`src/rtl/core_store_pkg.sv`:
```
package core_store_pkg;

  typedef enum logic [1:0] {
    PH_IDLE  = 2'd0,
    PH_READ  = 2'd1,
    PH_WRITE = 2'd2
  } phase_e;

  // Odd parity bit for one byte lane: 1 when the lane holds an even count of ones.
  function automatic logic lane_odd_parity(input logic [7:0] lane);
    return ~(^lane);
  endfunction

endpackage

```
`src/rtl/cs_cycle_timer.sv`:
```
module cs_cycle_timer
  import core_store_pkg::*;
#(
  parameter int READ_LEN  = 180,
  parameter int WRITE_LEN = 180,
  parameter int CNT_W     = 8
) (
  input  logic             clk,
  input  logic             rst_n,
  input  logic             rd_strobe,
  output logic             start_evt,
  output logic             fetch_evt,
  output logic             store_evt,
  output logic             in_read,
  output logic [CNT_W-1:0] phase_cnt,
  output logic             busy
);

  phase_e     phase_q;
  logic       strobe_q;
  logic       rise_evt;
  logic       read_last;
  logic       write_last;

  assign rise_evt   = rd_strobe & ~strobe_q;
  assign start_evt  = rise_evt & (phase_q == PH_IDLE);
  assign read_last  = (phase_q == PH_READ)  && (phase_cnt == CNT_W'(READ_LEN - 1));
  assign write_last = (phase_q == PH_WRITE) && (phase_cnt == CNT_W'(WRITE_LEN - 1));
  assign fetch_evt  = (phase_q == PH_READ)  && (phase_cnt == '0);
  assign store_evt  = write_last;
  assign in_read    = (phase_q == PH_READ);
  assign busy       = (phase_q != PH_IDLE);

  always_ff @(posedge clk) begin
    if (!rst_n) begin
      strobe_q  <= 1'b0;
      phase_q   <= PH_IDLE;
      phase_cnt <= '0;
    end else begin
      strobe_q <= rd_strobe;
      unique case (phase_q)
        PH_IDLE: begin
          if (start_evt) begin
            phase_q   <= PH_READ;
            phase_cnt <= '0;
          end
        end
        PH_READ: begin
          if (read_last) begin
            phase_q   <= PH_WRITE;
            phase_cnt <= '0;
          end else begin
            phase_cnt <= phase_cnt + 1'b1;
          end
        end
        PH_WRITE: begin
          if (write_last) begin
            phase_q   <= PH_IDLE;
            phase_cnt <= '0;
          end else begin
            phase_cnt <= phase_cnt + 1'b1;
          end
        end
        default: begin
          phase_q   <= PH_IDLE;
          phase_cnt <= '0;
        end
      endcase
    end
  end

endmodule

```
`src/rtl/cs_word_ram.sv`:
```
module cs_word_ram #(
  parameter int ADDR_W = 6,
  parameter int DATA_W = 16
) (
  input  logic              clk,
  input  logic              rd_en,
  input  logic              wr_en,
  input  logic [ADDR_W-1:0] word_addr,
  input  logic [DATA_W-1:0] wr_word,
  output logic [DATA_W-1:0] rd_word
);

  localparam int DEPTH = 1 << ADDR_W;

  logic [DATA_W-1:0] cells [DEPTH];

  always_ff @(posedge clk) begin
    if (wr_en) cells[word_addr] <= wr_word;
    if (rd_en) rd_word <= cells[word_addr];
  end

endmodule

```
`src/rtl/cs_sense_pulser.sv`:
```
module cs_sense_pulser
  import core_store_pkg::*;
#(
  parameter int DATA_W    = 16,
  parameter int CNT_W     = 8,
  parameter int SENSE_DLY = 40,
  parameter int PULSE_W   = 9
) (
  input  logic                          clk,
  input  logic                          rst_n,
  input  logic                          arm_evt,
  input  logic                          in_read,
  input  logic [CNT_W-1:0]              phase_cnt,
  input  logic [DATA_W-1:0]             read_word,
  output logic                          fire_evt,
  output logic                          pulse_active,
  output logic [DATA_W+DATA_W/8-1:0]    sense_n
);

  localparam int LANES   = DATA_W / 8;
  localparam int SENSE_W = DATA_W + LANES;
  localparam int PW_W    = $clog2(PULSE_W + 1);

  logic               armed_q;
  logic [PW_W-1:0]    width_q;
  logic [SENSE_W-1:0] pattern_q;
  logic [LANES-1:0]   lane_par;

  for (genvar l = 0; l < LANES; l++) begin : g_lane
    assign lane_par[l] = lane_odd_parity(read_word[8*l +: 8]);
  end

  assign fire_evt     = armed_q && in_read && (phase_cnt == CNT_W'(SENSE_DLY));
  assign pulse_active = (width_q != '0);
  assign sense_n      = pulse_active ? ~pattern_q : '1;

  always_ff @(posedge clk) begin
    if (!rst_n) begin
      armed_q   <= 1'b0;
      width_q   <= '0;
      pattern_q <= '0;
    end else begin
      if (arm_evt) armed_q <= 1'b1;
      else if (fire_evt) armed_q <= 1'b0;

      if (fire_evt) begin
        width_q   <= PW_W'(PULSE_W);
        pattern_q <= {lane_par, read_word};
      end else if (pulse_active) begin
        width_q <= width_q - 1'b1;
      end
    end
  end

endmodule

```
`src/rtl/core_store_seq.sv`:
```
module core_store_seq #(
  parameter int ADDR_W    = 6,
  parameter int DATA_W    = 16,
  parameter int READ_LEN  = 180,
  parameter int WRITE_LEN = 180,
  parameter int SENSE_DLY = 40,
  parameter int PULSE_W   = 9
) (
  input  logic                       clk,
  input  logic                       rst_n,
  input  logic                       rd_strobe,
  input  logic [ADDR_W-1:0]          addr,
  input  logic [DATA_W-1:0]          wr_data,
  output logic [DATA_W+DATA_W/8-1:0] sense_n,
  output logic                       busy
);

  localparam int MAX_LEN = (READ_LEN > WRITE_LEN) ? READ_LEN : WRITE_LEN;
  localparam int CNT_W   = $clog2(MAX_LEN + 1);

  logic              start_evt;
  logic              fetch_evt;
  logic              store_evt;
  logic              in_read;
  logic [CNT_W-1:0]  phase_cnt;
  logic              fire_evt;
  logic              pulse_active;
  logic [ADDR_W-1:0] addr_q;
  logic [DATA_W-1:0] read_word;

  always_ff @(posedge clk) begin
    if (!rst_n) addr_q <= '0;
    else if (start_evt) addr_q <= addr;
  end

  cs_cycle_timer #(
    .READ_LEN (READ_LEN),
    .WRITE_LEN(WRITE_LEN),
    .CNT_W    (CNT_W)
  ) u_timer (
    .clk      (clk),
    .rst_n    (rst_n),
    .rd_strobe(rd_strobe),
    .start_evt(start_evt),
    .fetch_evt(fetch_evt),
    .store_evt(store_evt),
    .in_read  (in_read),
    .phase_cnt(phase_cnt),
    .busy     (busy)
  );

  cs_word_ram #(
    .ADDR_W(ADDR_W),
    .DATA_W(DATA_W)
  ) u_ram (
    .clk      (clk),
    .rd_en    (fetch_evt),
    .wr_en    (store_evt),
    .word_addr(addr_q),
    .wr_word  (wr_data),
    .rd_word  (read_word)
  );

  cs_sense_pulser #(
    .DATA_W   (DATA_W),
    .CNT_W    (CNT_W),
    .SENSE_DLY(SENSE_DLY),
    .PULSE_W  (PULSE_W)
  ) u_pulser (
    .clk         (clk),
    .rst_n       (rst_n),
    .arm_evt     (start_evt),
    .in_read     (in_read),
    .phase_cnt   (phase_cnt),
    .read_word   (read_word),
    .fire_evt    (fire_evt),
    .pulse_active(pulse_active),
    .sense_n     (sense_n)
  );

endmodule

```
`config.mk`:
```
export PLATFORM = sky130hd
export DESIGN_NAME = core_store_seq
export DESIGN_NICKNAME = d
export VERILOG_FILES = /design/src/rtl/core_store_pkg.sv /design/src/rtl/cs_cycle_timer.sv /design/src/rtl/cs_word_ram.sv /design/src/rtl/cs_sense_pulser.sv /design/src/rtl/core_store_seq.sv
export SDC_FILE = /design/constraint.sdc
export NUM_CORES = 1
export LEC_CHECK = 0
export BUFFER_PORTS_ARGS = -buffer_cell sky130_fd_sc_hd__buf_4
export CORE_MARGIN = 10
export CORE_UTILIZATION = 50
export CTS_CLUSTER_SIZE = 25
export DETAILED_ROUTE_END_ITERATION = 10
export HOLD_SLACK_MARGIN = 0.08
export PLACE_DENSITY_LB_ADDON = 0.12
export SLEW_MARGIN = 20
export SYNTH_ARGS = -nofsm -noshare
export SYNTH_HDL_FRONTEND = slang
export SYNTH_SLANG_ARGS = --single-unit
```
`constraint.sdc`:
```
create_clock -name clk -period 4.75 [get_ports clk]
set_clock_uncertainty 0.1 [all_clocks]
set_input_delay 0.475 -clock clk [delete_from_list [all_inputs] [get_ports clk]]
set_output_delay 0.475 -clock clk [all_outputs]
set_load 0.01 [all_outputs]
```
**Yosys cells after proc, flatten, opt, wreduce, memory -nomap -nowiden**

Memory sizes are Yosys's and may differ from the RTL's. A register that Yosys moved wholly into a read port is not among the register bits.
Cells that the tools add are included.

- Add/subtract/negate cells: 2
- $mul: 0
- Divide/modulo/power cells: 0
- Order comparisons: 0
- Equal/unequal tests: 7
- Shifts and indexed selects: 0
- Muxes and demuxes: 15
- Bitwise gates (word level): 7
- Reductions and logical operators: 15

Operators by type and width:

| cell | number |
|---|---|
| 8-bit 2-to-1 mux | 3 |
| 8-bit one-hot mux with 3 select lines | 1 |
| 18-bit 2-to-1 mux | 1 |
| 18-bit inverter | 1 |
| 8-bit XOR reduction | 2 |
| 8-bit by 1-bit adder with 8-bit output, second input constant | 1 |
| 8-bit by 6-bit equality test with 1-bit output, second input constant | 1 |
| 8-bit equality test, second input constant | 1 |
| 8-bit zero test | 1 |
| 4-bit 2-to-1 mux | 2 |
| 2-bit 2-to-1 mux | 3 |
| 2-bit inequality test, second input constant | 3 |
| 2-bit one-hot mux with 3 select lines | 1 |
| 2-bit nonzero test | 3 |
| 1-bit logical AND | 5 |
| 1-bit 2-to-1 mux | 4 |
| 1-bit inverter | 4 |
| 4-bit nonzero test | 1 |
| 4-bit by 1-bit subtractor with 4-bit output, second input constant | 1 |
| 3-bit AND reduction | 1 |
| 1-bit bitwise AND | 2 |
| 2-bit by 1-bit equality test with 1-bit output, second input constant | 1 |
| 2-bit equality test, second input constant | 1 |
| 2-bit zero test | 1 |
| 2-bit OR reduction | 1 |

- Flip-flop bits (word level): 40
- Latch bits: 0
- RAM bits: 1024
- ROM bits: 0
- Bits of input ports: 25
- Output and inout bits: 19
- Logic and storage cells: 55
- Memories: 1

Memory list:

| memory | depth | width | rd ports | clocked after memory_dff | write ports | line | text |
|---|---|---|---|---|---|---|---|
| u_ram.cells | 64 | 16 | 1 | 1 | 1 | cs_word_ram.sv:15 | `logic [DATA_W-1:0] cells [DEPTH];` |

**Longest topological paths before layout**

- Depth after elaboration: 5
- Gate-level depth with buffers: 9
- Gate-level depth less buffers: 7

**By module**

Synthesis repeated with hierarchy kept, for this count alone.

- Cells, all modules: 2488
- Area, all modules: 41637.4 sq um

Modules (own cells, without submodules):

| module | times used | cells each | area each (sq um) | sequential area each (sq um) |
|---|---|---|---|---|
| cs_word_ram | 1 | 2264 | 39640.5 | 31230.0 |
| cs_sense_pulser | 1 | 121 | 1113.6 | 460.4 |
| cs_cycle_timer | 1 | 84 | 654.4 | 220.2 |
| core_store_seq | 1 | 19 | 229.0 | 120.1 |

**Worst setup path after synthesis**

No wires, ideal clock.

- Path kind: reg2reg
- Start point: reg u_timer.phase_cnt[0]
- End point: mem u_ram.cells[15][0], enable pin
- Setup time: 0.389 ns
- Data arrival time: 2.165 ns
- Data required time: 4.261 ns
- Slack: 2.097 ns
- Cell stages (with the launch flop): 7
- Path buffers: 0
- Period minus slack after synthesis: 2.653 ns
- Cell sequence: dfxtp_1 -> ha_1 -> nand4bb_1 -> nor4_2 -> and2_1 -> nand3_1 -> nor2_1

- Word-level cells in the longest chain between the ends: 4

RTL lines:

| item | line | text |
|---|---|---|
| start: declaration | cs_cycle_timer.sv:15 | `output logic [CNT_W-1:0] phase_cnt,` |
| start signal: assignment | cs_cycle_timer.sv:53 | `phase_cnt <= phase_cnt + 1'b1;` |
| start signal: assignment | cs_cycle_timer.sv:61 | `phase_cnt <= phase_cnt + 1'b1;` |
| 8-bit equality test | cs_cycle_timer.sv:28 | `assign write_last = (phase_q == PH_WRITE) && (phase_cnt == CNT_W'(WRITE_LEN - 1));` |
| 1-bit logical AND | cs_cycle_timer.sv:28 |  |
| 1-bit 2-to-1 mux | cs_word_ram.sv:18 | `if (wr_en) cells[word_addr] <= wr_word;` |
| 1-bit 2-to-1 mux (implied by the code) | cs_word_ram.sv:18 |  |
| end: declaration | cs_word_ram.sv:15 |  |

Every way passes these cells.

==> results.json <==
{
  "slowest_delay_ns": 0.87,
  "clkSinkCount": 1080,
  "nets": 2338,
  "finalWirelength_um": 102000,
  "drt_iter0_markers": 2503,
  "total_leakage_power_nw": 15.0,
  "rows": 105,
  "path_clk_slew_ns": 0.06,
  "fmax_mhz": 289,
  "tightest_slew_ns": 1.16,
  "path_cells": "buf_12 -> and3b_1 -> buf_4 -> a22oi_1 -> nand2_1 -> o21ai_0 -> nand4_1",
  "seq_area_frac_synth_pct": 77.5,
  "antenna_found_initial": 2,
  "synth_flop_cell": "edfxtp_1",
  "synth_edf_count": 1040,
  "post_drt_via_cell_ratio": 6.22,
  "clock_latency_ns": 0.67,
  "multi_input_area_mm2": 0.00869,
  "ir_worst_vdd_mv": 0.373,
  "grt_max_degree": 120,
  "whs_ns": 0.139,
  "cts_setup_buffers": 0,
  "synth_area_mm2": 0.0414,
  "power.density_mw_per_mm2": 429,
  "port_buffers": 43,
  "cp-start-kind": "flip-flop",
  "wire_per_inst_um": 29.4,
  "drive_above_1_share_pct": 20.2,
  "synth_seq_cells": 1080,
  "ant_nets": 0,
  "cpMaxStageDelayCell": "dfxtp_4",
  "die_h_um": 308,
  "clockBufferDepth": 3,
  "fin_area_mm2": 0.0467,
  "relSlewSlack_pct": 22.7,
  "crit_required_ns": 5.00,
  "setup_viol": 0,
  "vias": 21600,
  "dpl_cell_area_mm2": 0.0433,
  "async_flop_share_pct": 0,
  "cp_data_arrival_time_ns": 3.70,
  "drc_errors": 0,
  "cts-root-buf": "clkbuf_16",
  "cts_buffers": 109,
  "firstDrtPassIters": 5,
  "period_needed_ns": 3.46,
  "overflow": 0,
  "grt_pass1_vias": 21500,
  "htreeDepth": 3,
  "min_period_over_period_pct": 72.7,
  "setup_tns_ns": 0,
  "slew_viol_final": 0,
  "synthCells": 2186,
  "die_area_mm2": 0.0946,
  "cp-end-kind": "flip-flop",
  "seq_area_mm2": 0.0320,
  "crit_fanout": 45,
  "grt_pass1_wl_um": 149000,
  "syn_nets": 2217,
  "rsz0062_at_grt": "false",
  "synth.yosys.warnings": 0,
  "area_growth_pct": 13.0,
  "io_pins": 44,
  "cts_tree": "done",
  "fillerInstances": 6213,
  "synth_cell_types": 50,
  "die_w_um": 308,
  "hold_viol_final": 0,
  "track_usage_pct": 21.4,
  "drv_cap": 0,
  "hold_path.class": "in -> reg",
  "gp_congestion": 0.796,
  "dp_hpwl_um": 56600,
  "worst-setup-path-type": "reg -> reg",
  "core_mm2": 0.0820,
  "syn_avg_cell_area_um2": 18.9,
  "initial_core_util_pct": 50.4,
  "status": "completed"
}
area by class of cell:
class	count	share of cell area [%]
diodes	1	0.00535
clock buffers	134	6.17
clock inverters	66	1.14
inverters	12	0.107
multi-input cells	954	18.6
flip-flops and latches	1080	68.6
well taps	1070	2.86
repair buffers	150	2.58
cell usage in the layout (no fill, tap or decap), drive strengths merged, types with 7 or more instances in the layout:
| cell | Yosys | layout |
|---|---|---|
| bufinv | 0 | 8 |
| o22ai | 33 | 33 |
| nor2 | 123 | 123 |
| a22oi | 77 | 77 |
| nand4 | 18 | 18 |
| nor2b | 33 | 33 |
| mux2 | 10 | 10 |
| nand3 | 8 | 8 |
| mux4 | 126 | 126 |
| o221ai | 31 | 31 |
| nand2 | 71 | 71 |
| dfxtp | 40 | 40 |
| clkbuf | 75 | 134 |
| mux2i | 117 | 117 |
| nand3b | 7 | 7 |
| or2 | 34 | 34 |
| edfxtp | 1040 | 1040 |
| o21ai | 33 | 33 |
| clkinv | 0 | 50 |
| inv | 12 | 16 |
| xnor2 | 15 | 15 |
| o211ai | 31 | 31 |
| a221oi | 126 | 126 |
| buf | 65 | 144 |
cell families (layout without fill, tap and decap cells):
group	count (synthesis)	in the layout	share of synthesized area, %
compound gates	352	352	6.54
buf+inv	152	362	1.63
xor+xnor	20	20	0.424
simple gates	323	323	3.80
flops	1080	1080	77.5
mux	253	253	9.97
fa+ha+maj	6	6	0.182
other cells	0	1	0
where the power goes:
part           internal [mW]  switching [mW]  leakage [nW]
clock                   4.72            3.50          1.67
sequential              10.5          0.0763          9.67
combinational          0.451           0.806          3.63
flip-flops by register name, summed over array words and instances (netlist names):
signal and cells:
u_ram.cells 1024, u_pulser.pattern_q 18, u_ram.rd_word 16, u_timer.phase_cnt 8
addr_q 6, u_pulser.width_q 4, u_timer.phase_q 2, u_pulser.armed_q 1
u_timer.strobe_q 1
metrics by stage:
step	instances	worst slack (ns)	util [%]	power (mW)
after floorplan	2186	2.10	-	11.5
after global placement	3260	1.21	52.8	12.0
after detailed placement	3260	1.16	52.8	12.0
after CTS	3466	1.13	57.0	20.2
after global routing	3466	0.987	57.0	20.7
final	3467	1.29	57.0	20.0
worst max-delay path, delay by kind of cell, from the launching register on:
| kind | cells | cell delay [ns] |
|---|---|---|
| AOI/OAI and AO/OA | 2 | 0.89 |
| buffers and inverters | 2 | 0.63 |
| DFF | 1 | 0.87 |
| and+or+nand+nor | 3 | 0.55 |
repair_timing:
action,CTS,global route
hold buffers,6,0
endpoints found under the hold margin,6,0
endpoints found under the setup margin,0,0
resized for setup,0,0
synthesized netlist by cell type (all sizes together), types with 2 or more instances:
cell / number / area share [%]
nand3b: 7 / 0.13
inv: 12 / 0.11
mux4: 126 / 6.9
buf: 65 / 0.84
or3: 2 / 0.030
or3b: 2 / 0.042
nand2: 71 / 0.64
o21ai: 33 / 0.40
nor3: 4 / 0.048
clkbuf: 75 / 0.68
a221oi: 126 / 2.7
nand3: 8 / 0.097
nor4: 2 / 0.045
xor2: 5 / 0.11
xnor2: 15 / 0.32
a21boi: 6 / 0.11
ha: 6 / 0.18
o211ai: 31 / 0.56
nor2b: 33 / 0.50
nor2: 123 / 1.1
or2: 34 / 0.51
a211oi: 2 / 0.036
a31oi: 3 / 0.045
and3b: 2 / 0.042
edfxtp: 1040 / 76
nor3b: 4 / 0.085
a41oi: 2 / 0.042
and2: 5 / 0.076
mux2: 10 / 0.27
nand4: 18 / 0.27
o221ai: 31 / 0.66
a22oi: 77 / 1.4
nand2b: 2 / 0.030
o22ai: 33 / 0.50
a21oi: 5 / 0.061
nor4b: 3 / 0.064
mux2i: 117 / 2.8
dfxtp: 40 / 1.9
metal layers:
| metal | global-route usage (%) | wire length, um | vias up |
|---|---|---|---|
| met1 | 29.4 | 42300 | 11400 |
| met4 | 6.24 | 2720 | 0 |
| met3 | 3.22 | 6650 | 135 |
| met5 | 0 | 0 | - |
| met2 | 35.2 | 50300 | 770 |
| li1 | - | - | 9264 |
worst paths after layout:
| kind | startpoint | endpoint | slack, ns | depth (start not counted) |
|---|---|---|---|---|
| worst max-delay path | addr_q[0] | u_ram.rd_word[6] | 1.29 | 7 |
| worst min-delay path | addr[0] | addr_q[0] | 0.14 | 3 |
| worst max register to register | addr_q[0] | u_ram.rd_word[6] | 1.29 | 7 |
| worst min register to register | u_pulser.armed_q | u_pulser.armed_q | 0.38 | 2 |
Power figures use the tool's default switching activity.
